### config.mk
export PLATFORM = sky130hd
export DESIGN_NAME = sinc_decim_dual
export DESIGN_NICKNAME = d
export VERILOG_FILES = /design/src/rtl/sinc_decim_pkg.sv /design/src/rtl/sinc_phase_ctrl.sv /design/src/rtl/sinc_integ_chain.sv /design/src/rtl/sinc_comb_chain.sv /design/src/rtl/sinc_decim_dual.sv
export SDC_FILE = /design/constraint.sdc
export NUM_CORES = 1
export LEC_CHECK = 0
export ABC_AREA = 1
export BUFFER_PORTS_ARGS = -buffer_cell sky130_fd_sc_hd__buf_2
export CAP_MARGIN = 20
export CORE_AREA = 2 2 201 203
export CTS_CLUSTER_DIAMETER = 60
export DETAILED_ROUTE_END_ITERATION = 8
export DIE_AREA = 0 0 203 205
export PLACE_DENSITY = 0.59
export SLEW_MARGIN = 40
export SYNTH_ARGS = -nofsm -noshare
export SYNTH_HDL_FRONTEND = slang
export SYNTH_SLANG_ARGS = --single-unit
### constraint.sdc
create_clock -name clk -period 4.5 [get_ports clk]
set_input_delay 1.125 -clock clk [delete_from_list [all_inputs] [get_ports clk]]
set_output_delay 1.125 -clock clk [all_outputs]
set_load 0.03 [all_outputs]
### src/rtl/sinc_decim_pkg.sv
package sinc_decim_pkg;

  // Width that holds an order-M filter at ratio 2^L on a signed +/-1 input.
  function automatic int cic_width(input int order, input int log2_ratio);
    return 2 + order * log2_ratio;
  endfunction

  // Magnitude of the steady-state response to a constant input.
  function automatic int cic_full_scale(input int order, input int log2_ratio);
    return 1 << (order * log2_ratio);
  endfunction

endpackage

### src/rtl/sinc_phase_ctrl.sv
module sinc_phase_ctrl #(
  parameter int ORDER     = 3,
  parameter int SLOW_LOG2 = 4,
  parameter int FAST_LOG2 = 3
) (
  input  logic clk,
  input  logic rst,
  input  logic ratio_sel,
  output logic tick,
  output logic flush,
  output logic emit
);
  localparam int CNT_W  = SLOW_LOG2;
  localparam int WARM_W = $clog2(ORDER + 1);
  localparam logic [CNT_W-1:0] LAST_SLOW = CNT_W'((1 << SLOW_LOG2) - 1);
  localparam logic [CNT_W-1:0] LAST_FAST = CNT_W'((1 << FAST_LOG2) - 1);

  logic [CNT_W-1:0]  ph;
  logic              rate_q;
  logic [WARM_W-1:0] warm;
  logic [CNT_W-1:0]  last;

  assign last  = rate_q ? LAST_FAST : LAST_SLOW;
  assign tick  = (ph == last);
  assign flush = tick && (ratio_sel != rate_q);
  assign emit  = tick && (warm == '0);

  always_ff @(posedge clk) begin
    if (rst) begin
      ph     <= '0;
      rate_q <= ratio_sel;
      warm   <= '0;
    end else begin
      ph <= tick ? '0 : ph + 1'b1;
      if (flush) begin
        rate_q <= ratio_sel;
        warm   <= WARM_W'(ORDER);
      end else if (tick && (warm != '0)) begin
        warm <= warm - 1'b1;
      end
    end
  end
endmodule

### src/rtl/sinc_integ_chain.sv
module sinc_integ_chain #(
  parameter int ORDER = 3,
  parameter int DW    = 14
) (
  input  logic                 clk,
  input  logic                 rst,
  input  logic                 bit_in,
  output logic signed [DW-1:0] acc_out
);
  localparam logic signed [DW-1:0] PLUS1  = DW'(1);
  localparam logic signed [DW-1:0] MINUS1 = {DW{1'b1}};

  logic signed [DW-1:0] acc [ORDER];
  logic signed [DW-1:0] step;

  assign step = bit_in ? PLUS1 : MINUS1;

  for (genvar k = 0; k < ORDER; k++) begin : g_stage
    if (k == 0) begin : g_first
      always_ff @(posedge clk) begin
        if (rst) acc[k] <= '0;
        else     acc[k] <= acc[k] + step;
      end
    end else begin : g_next
      always_ff @(posedge clk) begin
        if (rst) acc[k] <= '0;
        else     acc[k] <= acc[k] + acc[k-1];
      end
    end
  end

  assign acc_out = acc[ORDER-1];
endmodule

### src/rtl/sinc_comb_chain.sv
module sinc_comb_chain #(
  parameter int ORDER = 3,
  parameter int DW    = 14
) (
  input  logic                 clk,
  input  logic                 rst,
  input  logic                 tick,
  input  logic                 flush,
  input  logic signed [DW-1:0] din,
  output logic signed [DW-1:0] dout
);
  logic signed [DW-1:0] diff [ORDER+1];
  logic signed [DW-1:0] dly  [ORDER];

  always_comb begin
    diff[0] = din;
    for (int k = 0; k < ORDER; k++) begin
      diff[k+1] = diff[k] - dly[k];
    end
  end

  for (genvar k = 0; k < ORDER; k++) begin : g_stage
    always_ff @(posedge clk) begin
      if (rst || (tick && flush)) dly[k] <= '0;
      else if (tick)              dly[k] <= diff[k];
    end
  end

  assign dout = diff[ORDER];
endmodule

### src/rtl/sinc_decim_dual.sv
module sinc_decim_dual #(
  parameter int ORDER     = 3,
  parameter int SLOW_LOG2 = 4,
  parameter int FAST_LOG2 = 3,
  localparam int DW = sinc_decim_pkg::cic_width(ORDER, SLOW_LOG2)
) (
  input  logic          clk,
  input  logic          rst,
  input  logic          ratio_sel,
  input  logic          mod_l,
  input  logic          mod_r,
  output logic [DW-1:0] smp_l,
  output logic [DW-1:0] smp_r,
  output logic          smp_valid
);
  localparam int NCH = 2;

  logic                 tick, flush, emit;
  logic [NCH-1:0]       mod_bits;
  logic signed [DW-1:0] integ [NCH];
  logic signed [DW-1:0] comb  [NCH];
  logic        [DW-1:0] smp_q [NCH];

  assign mod_bits = {mod_r, mod_l};

  sinc_phase_ctrl #(
    .ORDER(ORDER), .SLOW_LOG2(SLOW_LOG2), .FAST_LOG2(FAST_LOG2)
  ) u_phase (
    .clk(clk), .rst(rst), .ratio_sel(ratio_sel),
    .tick(tick), .flush(flush), .emit(emit)
  );

  for (genvar ch = 0; ch < NCH; ch++) begin : g_ch
    sinc_integ_chain #(.ORDER(ORDER), .DW(DW)) u_integ (
      .clk(clk), .rst(rst), .bit_in(mod_bits[ch]), .acc_out(integ[ch])
    );

    sinc_comb_chain #(.ORDER(ORDER), .DW(DW)) u_comb (
      .clk(clk), .rst(rst), .tick(tick), .flush(flush),
      .din(integ[ch]), .dout(comb[ch])
    );

    always_ff @(posedge clk) begin
      if (rst)       smp_q[ch] <= '0;
      else if (emit) smp_q[ch] <= comb[ch];
    end
  end

  always_ff @(posedge clk) begin
    if (rst) smp_valid <= 1'b0;
    else     smp_valid <= emit;
  end

  assign smp_l = smp_q[0];
  assign smp_r = smp_q[1];
endmodule

==> results of run 1 <==
## per-layer routing
metal | share of wire, % | vias up
li1 | - | 5806
met1 | 49 | 4751
met2 | 46 | 107
met3 | 3.4 | 37
met4 | 2.0 | 0
met5 | 0 | -
## cells in the mapped netlist, drive strengths merged (14+ instances only)
cell,number
a21o,17
a21oi,221
dfxtp,91
edfxtp,113
ha,156
inv,301
nand2,238
nand3,54
nor2,193
o21a,18
o21ai,126
o21bai,15
or2,14
xor2,39
## cells by family (layout without fill, tap and decap cells)
| kind of cell | Yosys count | after routing | share of synthesized area, % |
|---|---|---|---|
| XOR/XNOR | 52 | 52 | 3.33 |
| AO/OA/AOI/OAI | 428 | 428 | 17.2 |
| AND/OR/NAND/NOR | 529 | 529 | 16.5 |
| buffers and inverters | 322 | 387 | 8.86 |
| flip-flops | 204 | 204 | 38.1 |
| adder cells (fa/ha/maj) | 168 | 168 | 16.0 |
## layout by cell type (no fill, tap or decap), types with 4 or more instances in the layout
cell | Yosys | layout
or2_2 | 13 | 13
o21a_1 | 18 | 18
clkbuf_8 | 0 | 4
and2_1 | 8 | 8
nand2_2 | 12 | 12
o21ai_1 | 5 | 10
a21oi_2 | 1 | 7
a31oi_1 | 10 | 8
clkbuf_16 | 0 | 27
o21bai_1 | 15 | 15
o21ai_0 | 121 | 115
buf_4 | 0 | 5
buf_2 | 4 | 33
xnor2_1 | 13 | 13
a221oi_1 | 6 | 6
nand2_1 | 226 | 225
edfxtp_1 | 113 | 113
nor2_1 | 189 | 186
o2111ai_1 | 11 | 11
nand3_1 | 47 | 46
a21oi_1 | 220 | 214
fa_1 | 12 | 12
xor2_1 | 39 | 37
ha_1 | 156 | 153
nand3_2 | 6 | 6
dfxtp_1 | 91 | 91
nor2_2 | 1 | 4
nand4_1 | 13 | 13
clkbuf_1 | 12 | 6
a21o_1 | 17 | 17
nor3_1 | 7 | 7
inv_1 | 299 | 299
## worst max-delay path, stage by stage (launching register included)
cell	delay, ps
dfxtp_1	330
inv_1	60
ha_1	230
fa_1	390
inv_1	100
a31oi_2	120
o21ai_0	210
xor2_1	120
ha_1	350
nand2_1	90
o21ai_1	190
a21oi_2	70
o21ai_1	180
xor2_1	200
inv_1	60
ha_1	340
a21o_1	220
a21oi_1	120
nor2_1	50
nor2_1	80
nand2_1	60
nor2_1	130
inv_1	50
nand2_1	60
a21oi_1	60
## flip-flops by register name, summed over array words and instances, names as in the netlist
register and cells:
g_ch.u_comb.dly 84, g_ch.u_integ.acc 84, smp_q 28, u_phase.ph 4, u_phase.warm 2, smp_valid 1
u_phase.rate_q 1
## final cells by class
class,count,share of cell area [%]
Inverter,301,7.32
Clock buffer,37,4.88
Timing Repair Buffer,40,1.46
Sequential cell,204,33.8
Tap cell,525,4.25
Clock inverter,9,0.511
Multi-Input combinational cell,1177,47.8
## through the flow
step	setup WS [ps]	hold WS (ps)	TNS [ps]
CTS	218	451	0
finish	347	451	0
global route	-19.2	496	-19.2
global placement	334	425	0
detailed placement	242	442	0
floorplan	513	418	0
## how the worst min path moves through the flow
stage | start | to | slack (ps) | depth (start not counted)
after floorplan | u_phase.ph[0]$_SDFF_PP0_ | u_phase.ph[0]$_SDFF_PP0_ | 420 | 1
after global placement | u_phase.ph[0]$_SDFF_PP0_ | u_phase.ph[0]$_SDFF_PP0_ | 420 | 1
after detailed placement | u_phase.ph[0]$_SDFF_PP0_ | u_phase.ph[0]$_SDFF_PP0_ | 440 | 1
after CTS | u_phase.ph[0]$_SDFF_PP0_ | u_phase.ph[0]$_SDFF_PP0_ | 450 | 1
after global routing | u_phase.ph[0]$_SDFF_PP0_ | u_phase.ph[0]$_SDFF_PP0_ | 500 | 1
final | u_phase.ph[0]$_SDFF_PP0_ | u_phase.ph[0]$_SDFF_PP0_ | 450 | 1
## what timing repair did
item / 4_1_cts / 5_1_grt
setup buffers: 0 / 2
setup endpoints to repair: 0 / 6
hold endpoints to repair: 0 / 0
resized for setup: 0 / 24
==> results.md, run 1 <==
* Final HPWL from detailed placement at 19400 microns
* Initial antenna violation count at 0
* Cell row count at 73
* Largest cells by area after synthesis: edfxtp_1 (25%), ha_1 (14%), dfxtp_1 (13%)
* Number of global-route vias before repair at 10.1k
* Kind of critical path: reg -> reg
* M2 GR Usage at 22.3%
* GRT Overall Usage at 12.5%
* Largest net degree at the start of global routing at 88
* Global-route wire length before repair at 44600 microns
* CTS tree: done
* Synthesized cell area at 13700 sq um
* Placed cell area at 14500 sq um
* Vias at 10.7k
* Net count, final at 1922
* Arr. time, crit path at 4390 ps
* Slew margin rel. at 48.5%
* Avg Cell Area, Syn at 8.04 sq um
* Root Driver: clkbuf_16
* Clock sinks at 204
* Final std cells w/o fill at 2293
* Area leader, netlist: edfxtp_1
* R2r endpoint: smp_q[0][13]$_SDFFCE_PN0P_
* Crit path capture type: flop
* Max FO, Critical Path at 5
* Crit start category: flop
* Routability Congestion at 0.871
* Clk buf depth at 3
* Clk pin slew, worst setup/hold paths at 60 ps
* Fmax at 241 MHz
* Status: finished clean
* Vias per cell at 4.67
* R2r worst-path depth at 24
* Met1 usage at 15.8%
* Hold Vio Cnt, Final at 0
* Library cells used by synthesis at 38
* Worst clock skew at 15.9 ps
* Post-route ant nets at 0
* FF-to-FF setup slack at 350 ps
* Placed cell count at 2245
* Synth-to-layout area growth at 12.8%
* Number of buffers created by CTS at 25
* Die W at 203 microns
* Fill count at 3988
* Starting density of the core at 34.8%
* H-tree depth at 1
* Min Tclk post-route at 4150 ps
* Commonest register cell after synthesis: edfxtp_1
* Worst-Margin Slew at 773 ps
* Layout cells sized above 1 at 7.92%
* Hold Crit Class: reg -> reg
* Final Cycle Share at 92.3%
* Setup crit end: smp_q[0][13]$_SDFFCE_PN0P_
* Final wirelength at 25900 microns
* Global route hottest layer: met2
* Post-Syn Nets at 1876
* Clk Latency, worst-skew pair at 530 ps
* Sequential area share after synthesis at 38.1%
* #FFs+latches synth at 204
* Core ar. at 39400 sq um
* Max-slew violations at 0
* Yosys warning total at 0
* Die area at 41600 sq um
* Die Y-Extent at 205 microns
* Post-synth EDFFs at 113
* FF/Latch Area at 5220 sq um
* Top cell type's share of synthesized area at 24.8%
* DRC at 0
* Max cap viols at 0
* GR met3 Demand/Resource at 2.04%
* # hold bufs at CTS at 0
* GR Overflow Total at 0
* Wire per inst at 11.3 microns
* # diodes at 0
* Worst EP required at 4740 ps
* FF-to-FF Start: g_ch[0].u_integ.acc[2][0]$_SDFF_PP0_
* Drt pass-1 iters at 5
* Num ports at 34
* Multi-input logic area at 7380 sq um
* Ys async rst share at 0%
* Final core occ at 39.2%
* Synth Instances at 1703
* Critical Path Start: g_ch[0].u_integ.acc[2][0]$_SDFF_PP0_
* Final setup violating endpoints at 0
* Design area at 15400 sq um
* Port buffer count at 33
* DR iter-0 viols at 491
Power of run 1 is not shown: default switching activity piles up to over one toggle a cycle in this logic, so the estimate is an artifact.
==> run 2: changes to the inputs <==
--- a/config.mk
+++ b/config.mk
@@ -8,11 +8,11 @@
 export ABC_AREA = 1
 export BUFFER_PORTS_ARGS = -buffer_cell sky130_fd_sc_hd__buf_2
 export CAP_MARGIN = 20
-export CORE_AREA = 2 2 201 203
+export CORE_AREA = 2 2 189 191
 export CTS_CLUSTER_DIAMETER = 60
 export DETAILED_ROUTE_END_ITERATION = 8
-export DIE_AREA = 0 0 203 205
-export PLACE_DENSITY = 0.59
+export DIE_AREA = 0 0 191 193
+export PLACE_DENSITY = 0.64
 export SLEW_MARGIN = 40
 export SYNTH_ARGS = -nofsm -noshare
 export SYNTH_HDL_FRONTEND = slang
==> run 2 against run 1 <==
Net effect:
- setup slack got worse by 23 ps
- first-iteration DRC count increased by 8.4%
- routed wire length about the same
- via count increased by 1.0%
- final cell count decreased by 2.7%
- clock skew decreased by 5.6 ps
==> results.md, run 2 (synthesis gave the netlist of run 1 again) <==
* DR iter-0 viols at 532 (+8.4%)
* Crit path capture type: flop
* Post-route setup slack at 325 ps (-22.7 ps)
* Largest regs: g_ch.u_comb.dly: 84 flops, g_ch.u_integ.acc: 84 flops, smp_q: 28 flops
* Starting density of the core at 39.2% (+4.4 points)
* Fmax at 240 MHz (-0.54%)
* Synth-to-layout area growth at 12.3%
* Max FO, Critical Path at 6 (+1)
* Worst clock skew at 10.2 ps (-5.61 ps)
* Setup TNS Final at 0 ps (unchanged)
* Crit-path max cell delay at 390 ps (about the same)
* Worst EP required at 4730 ps (about the same)
* Clk pin slew, worst setup/hold paths at 60 ps (about the same)
* GR Overflow Total at 0 (unchanged)
* Worst-Margin Slew at 789 ps (+16.6 ps)
* WHS at 447 ps (-3.64 ps)
* Die Y-Extent at 193 microns (-5.9%)
* Routability Congestion at 0.887 (+1.8%)
* Final Cycle Share at 92.8% (+0.50 points)
* Max cap viols at 0 (unchanged)
* Final std cells w/o fill at 2231 (-2.7%)
* Arr. time, crit path at 4410 ps (+20 ps)
* Number of buffers created by CTS at 23 (-8.0%)
* Initial antenna violation count at 0 (unchanged)
* Clk Latency, worst-skew pair at 520 ps (about the same)
* Commonest non-fill, non-tap cell in the layout: inv_1
* Crit start category: flop
* Status: finished clean
* Post-route ant nets at 0 (unchanged)
* CTS tree: done
* FF/Latch Area at 5220 sq um (unchanged)
* Slew margin rel. at 47.4% (-1.1 points)
* Num ports at 34 (unchanged)
* Hold Vio Cnt, Final at 0 (unchanged)
* Number of global-route vias before repair at 10.3k (+2.3%)
* Kind of critical path: reg -> reg
* Max-slew violations at 0 (unchanged)
* Largest net degree at the start of global routing at 88 (unchanged)
* Core ar. at 35000 sq um (-11%)
* Delay-heaviest family, CP: adder cells
* Global-route wire length before repair at 44900 microns (+0.61%)
* Die area at 36900 sq um (-11%)
* Placed cell count at 2181 (-2.9%)
* Cell row count at 69 (-5.5%)
* # diodes at 0 (unchanged)
* Vias per cell at 4.84 (+3.8%)
* CP Cell Sequence: inv_1 -> ha_1 -> fa_1 -> inv_1 -> a31oi_2 -> o21ai_2 -> xor2_2 -> ha_1 -> buf_4 -> nand2_1 -> nor2_1 -> a21oi_2 -> o21ai_1 -> xor2_1 -> inv_1 -> ha_2 -> nand2_1 -> nor2_1 -> nand4_1 -> nor2_1 -> nor2_1 -> nand3_1 -> a21oi_1
* Final setup violating endpoints at 0 (unchanged)
* Crit path top cell by count: nor2_1
* Vias at 10.8k (+1.0%)
* Most frequent cells in the layout: inv_1 (299), nand2_1 (224), a21oi_1 (211), nor2_1 (187), ha_1 (153)
* Clk buf depth at 3 (unchanged)
* Drt pass-1 iters at 5 (unchanged)
* Hold Crit Class: reg -> reg
* Root Driver: clkbuf_16
* Wire per inst at 11.6 microns (+2.7%)
* Port buffer count at 33 (unchanged)
* H-tree depth at 1 (unchanged)
* DRC at 0 (unchanged)
* Layout cells sized above 1 at 8.53% (+0.61 points)
* Final HPWL from detailed placement at 19200 microns (-1.2%)
* Fill count at 3377 (-15%)
* Multi-input logic area at 7400 sq um (+0.22%)
* GRT Overall Usage at 14.2% (+1.7 points)
* Min Tclk post-route at 4180 ps (+22.7 ps)
* Final wirelength at 25900 microns (about the same)
* Clock sinks at 204 (unchanged)
* Net count, final at 1927 (+0.26%)
* Place WS at 221 ps (-20.9 ps)
* Die W at 191 microns (-5.9%)
* Worst path bufs/invs at 4 (unchanged)
* CP max stage cell: fa_1
[run 2: cell count changes in the layout (fill, tap and decap cells not counted), moves of 3 or more]
| cell | previous run | this run |
|---|---|---|
| a21oi_1 | 214 | 211 |
| o21ai_0 | 115 | 111 |
| clkbuf_1 | 6 | 1 |
| buf_4 | 5 | 12 |
| a21oi_2 | 7 | 10 |
[run 2: routing by layer]
| metal | part of all wire, % | vias up | global-route usage, % |
|---|---|---|---|
| met5 | 0 | - | 0 |
| met4 | 2.3 | 0 | 4.11 |
| met3 | 3.2 | 43 | 2.06 |
| met2 | 48 | 130 | 25.7 |
| met1 | 47 | 4819 | 17.6 |
| li1 | - | 5816 | - |
[run 2: worst register-to-register path, stage by stage (launching register included)]
cell	delay, ps
dfxtp_1	340
inv_1	60
ha_1	230
fa_1	390
inv_1	120
a31oi_2	160
o21ai_2	180
xor2_2	100
ha_1	350
buf_4	120
nand2_1	60
nor2_1	200
a21oi_2	110
o21ai_1	150
xor2_1	200
inv_1	70
ha_2	390
nand2_1	70
nor2_1	130
nand4_1	100
nor2_1	160
nor2_1	70
nand3_1	80
a21oi_1	60
[run 2: metrics by stage]
stage / cell area, sq um / util [%]
global placement: 14400 / 41.2
detailed placement: 14400 / 41.2
global route: 15400 / 44.0
CTS: 15200 / 43.4
finish: 15400 / 44.0
floorplan: 13700 / -
[run 2: repair_timing]
action | in CTS | in global routing
buffers inserted | 0 | 9
gates resized for setup | 0 | 34
hold buffers | 0 | 0
setup endpoints to repair | 0 | 8
[run 2: path summary, 6_finish.rpt]
kind | startpoint | slack, ps | cells past startpoint | endpoint
setup / recovery | g_ch[0].u_integ.acc[2][0]$_SDFF_PP0_ | 320 | 23 | smp_q[0][13]$_SDFFCE_PN0P_
hold reg to reg | u_phase.ph[0]$_SDFF_PP0_ | 450 | 1 | u_phase.ph[0]$_SDFF_PP0_
hold / removal | u_phase.ph[0]$_SDFF_PP0_ | 450 | 1 | u_phase.ph[0]$_SDFF_PP0_
setup reg to reg | g_ch[0].u_integ.acc[2][0]$_SDFF_PP0_ | 320 | 23 | smp_q[0][13]$_SDFFCE_PN0P_
[run 2: final cells by class]
| class | instances | share of cell area [%] |
|---|---|---|
| clock buffer | 28 | 4.27 |
| clock inverter | 13 | 0.757 |
| inverter | 301 | 7.35 |
| multi-input combinational | 1177 | 48.1 |
| sequential | 204 | 33.9 |
| tap | 461 | 3.75 |
| timing repair buffer | 47 | 1.81 |
Power of run 2 is left out for the same reason.
==> run 3: changes to the inputs <==
--- a/config.mk
+++ b/config.mk
@@ -5,14 +5,13 @@
 export SDC_FILE = /design/constraint.sdc
 export NUM_CORES = 1
 export LEC_CHECK = 0
-export ABC_AREA = 1
 export BUFFER_PORTS_ARGS = -buffer_cell sky130_fd_sc_hd__buf_2
 export CAP_MARGIN = 20
-export CORE_AREA = 2 2 189 191
+export CORE_AREA = 2 2 184 186
 export CTS_CLUSTER_DIAMETER = 60
 export DETAILED_ROUTE_END_ITERATION = 8
-export DIE_AREA = 0 0 191 193
-export PLACE_DENSITY = 0.64
+export DIE_AREA = 0 0 186 188
+export PLACE_DENSITY = 0.65
 export SLEW_MARGIN = 40
 export SYNTH_ARGS = -nofsm -noshare
 export SYNTH_HDL_FRONTEND = slang
==> run 3 against run 2 <==
Net effect:
- first-iteration DRC count fell by 47%
- hold slack improved by 1.5 ps
- sequential share of layout area barely moved
- clock-buffer cell count rose by 5
==> results.md, run 3 <==
* Crit-path max cell delay at 420 ps (+30 ps)
* R2r worst-path depth at 21 (-8.7%)
* Arr. time, crit path at 4850 ps (+440 ps)
* Final HPWL from detailed placement at 15900 microns (-17%)
* Most frequent cells in the layout: ha_1 (145), nor2_1 (138), inv_1 (131), edfxtp_1 (113), dfxtp_1 (89)
* Synthesized cell area at 13000 sq um (-5.1%)
* Initial antenna violation count at 2 (+2)
* Synth Instances at 1334 (-22%)
* Delay-heaviest family, CP: compound AO/OA/AOI/OAI gates
* # hold bufs at CTS at 0 (unchanged)
* Kind of critical path: reg -> reg
* Largest regs: g_ch.u_comb.dly: 84 flops, g_ch.u_integ.acc: 84 flops, smp_q: 28 flops
* Final setup violating endpoints at 0 (unchanged)
* Commonest non-fill, non-tap cell in the layout: ha_1
* Hold Crit Class: reg -> reg
* Avg Cell Area, Syn at 9.74 sq um (+21%)
* Layout cells sized above 1 at 15.2% (+6.7 points)
* Worst-Margin Slew at 711 ps (-78.8 ps)
* Root Driver: clkbuf_16
* Top cell type's share of synthesized area at 26.1% (+1.3 points)
* Max cap viols at 0 (unchanged)
* Drt pass-1 iters at 4 (-1)
* Post-Syn Nets at 1507 (-20%)
* Vias per cell at 4.75 (-1.9%)
* Most frequent cell after synthesis: ha_1
* Placed cell area at 14000 sq um (-2.6%)
* Ys async rst share at 0% (unchanged)
* Commonest register cell after synthesis: edfxtp_1
* WHS Path Cells at 1 (unchanged)
* GR Overflow Total at 0 (unchanged)
* Clk Latency, worst-skew pair at 510 ps (about the same)
* M2 GR Usage at 21.7% (-3.9 points)
* Post-route ant nets at 0 (unchanged)
* Slew margin rel. at 52.6% (+5.3 points)
* DRC at 0 (unchanged)
* Area leader, netlist: edfxtp_1
* Net count, final at 1608 (-17%)
* #FFs+latches synth at 204 (unchanged)
* DR iter-0 viols at 284 (-47%)
* Crit start category: flop
* Critical Path Stages at 21 (-8.7%)
* Routability Congestion at 0.780 (-12%)
* GR met3 Demand/Resource at 2.14% (+0.073 points)
* Min Tclk post-route at 4480 ps (+303 ps)
* Clk pin slew, worst setup/hold paths at 60 ps (about the same)
* Clock sinks at 204 (unchanged)
* Worst clock skew at 12.2 ps (+1.94 ps)
* Library cells used by synthesis at 62 (+63%)
* Final Cycle Share at 99.5% (+6.7 points)
* CP max stage cell: edfxtp_1
* Post-synth EDFFs at 113 (unchanged)
* Core ar. at 33100 sq um (-5.3%)
* Largest net degree at the start of global routing at 48 (-45%)
* Commonest cells post-synth: ha_1 (156), nor2_1 (141), inv_1 (132)
* Wire per inst at 11.5 microns (-0.99%)
* Die area at 35000 sq um (-5.1%)
* Fmax at 223 MHz (-6.8%)
* Die Y-Extent at 188 microns (-2.6%)
* Number of global-route vias before repair at 8513 (-18%)
* H-tree depth at 1 (unchanged)
* Met1 usage at 15.8% (-1.9 points)
* Crit path capture type: flop
* Number of buffers created by CTS at 23 (unchanged)
* Cell row count at 67 (-2.9%)
* Num ports at 34 (unchanged)
* Final core occ at 46.5% (+2.5 points)
* Yosys warning total at 0 (unchanged)
* CP Cell Sequence: inv_1 -> ha_1 -> nor2b_4 -> o31ai_2 -> buf_4 -> a21oi_1 -> nor2_1 -> xnor2_2 -> ha_1 -> a21o_1 -> a21oi_2 -> o21bai_2 -> xor2_4 -> ha_4 -> and2_4 -> a311o_1 -> a211o_1 -> a221oi_2 -> xnor2_1 -> xnor3_1 -> nor2_1
* Final wirelength at 21800 microns (-16%)
* Global route hottest layer: met2
* Global-route wire length before repair at 37300 microns (-17%)
* Status: finished clean
* Die W at 186 microns (-2.6%)
* Starting density of the core at 39.3% (+0.096 points)
* Hold Vio Cnt, Final at 0 (unchanged)
* Max-slew violations at 0 (unchanged)
* CTS tree: done
* Sequential area share after synthesis at 40.1% (+2.0 points)
* Worst EP required at 4870 ps (+140 ps)
* Clk buf depth at 3 (unchanged)
* Design area at 15400 sq um (about the same)
* Max FO, Critical Path at 3 (-3)
* Synth-to-layout area growth at 18.3%
* RSZ-0062 raised after global routing: true
* Port buffer count at 33 (unchanged)
* Vias at 9032 (-16%)
* GRT Overall Usage at 12.5% (-1.7 points)
* Worst path bufs/invs at 2 (-2)
* Largest cells by area after synthesis: edfxtp_1 (26%), ha_1 (15%), dfxtp_1 (14%)
run 3: cell count changes after synthesis, sizes merged, moves of 34 or more:
| cell | previous run | this run |
|---|---|---|
| a21oi | 221 | 88 |
| and2 | 8 | 76 |
| inv | 301 | 133 |
| nand2 | 238 | 37 |
| nand3 | 54 | 20 |
| nor2 | 193 | 141 |
| o21ai | 126 | 62 |
| xnor2 | 13 | 76 |
run 3: kinds of logic after synthesis:
logic type                 count (synthesis)  synth area share (%)
AOI/OAI and AO/OA                        296                  14.7
and+or+nand+nor                          383                  14.8
buffers and inverters                    156                  4.51
adders and majority gates                168                  16.9
muxes                                      5                 0.404
xor gates and xnor gates                 122                  8.61
DFF                                      204                  40.1
run 3: timing repair:
item                                    CTS  global route
buffers inserted                          7            11
endpoints found under the setup margin    3             9
pin swaps                                25            54
gates resized for setup                  16            60
endpoints found under the hold margin     0             0
run 3: cell type report:
class,instances,area (sq um)
repair buffers,99,689
flip-flops and latches,204,5220
well taps,448,561
inverters,133,499
clock inverters,9,100
clock buffers,33,761
diodes,1,2.50
fillers,2944,17700
multi-input cells,974,7550
run 3: per-stage QoR:
| stage | TNS, ps | hold WS (ps) | std cells | worst slack, ps |
|---|---|---|---|---|
| floorplan | 0 | 418 | 1334 | 31.7 |
| global placement | -115 | 431 | 1838 | -110 |
| detailed placement | -302 | 437 | 1840 | -176 |
| CTS | -6.49 | 447 | 1889 | -6.49 |
| global route | -570 | 473 | 1900 | -287 |
| finish | 0 | 449 | 1901 | 21.6 |
run 3: layer usage:
metal / part of all wire (%) / routed length (microns)
met2: 48 / 10500
met3: 2.7 / 596
met5: 0.060 / 13
met1: 47 / 10200
met4: 2.1 / 454
run 3: final timing paths:
| check | from | to | slack [ps] |
|---|---|---|---|
| worst max-delay path | g_ch[1].u_comb.dly[0][1]$_SDFFCE_PN0P_ | smp_q[1][13]$_SDFFCE_PN0P_ | 20 |
| worst max register to register | g_ch[1].u_comb.dly[0][1]$_SDFFCE_PN0P_ | smp_q[1][13]$_SDFFCE_PN0P_ | 20 |
| worst min register to register | u_phase.ph[0]$_SDFF_PP0_ | u_phase.ph[0]$_SDFF_PP0_ | 450 |
| worst min-delay path | u_phase.ph[0]$_SDFF_PP0_ | u_phase.ph[0]$_SDFF_PP0_ | 450 |
run 3: worst reg2reg max path, stage by stage, from the launching register on:
cell and delay [ps]:
edfxtp_1 420, inv_1 80, ha_1 220, nor2b_4 130, o31ai_2 260, buf_4 160
a21oi_1 60, nor2_1 180, xnor2_2 150, ha_1 260, a21o_1 210, a21oi_2 170
o21bai_2 130, xor2_4 180, ha_4 240, and2_4 140, a311o_1 340, a211o_1 300
a221oi_2 250, xnor2_1 150, xnor3_1 220, nor2_1 90
Power of run 3 is left out for the same reason.
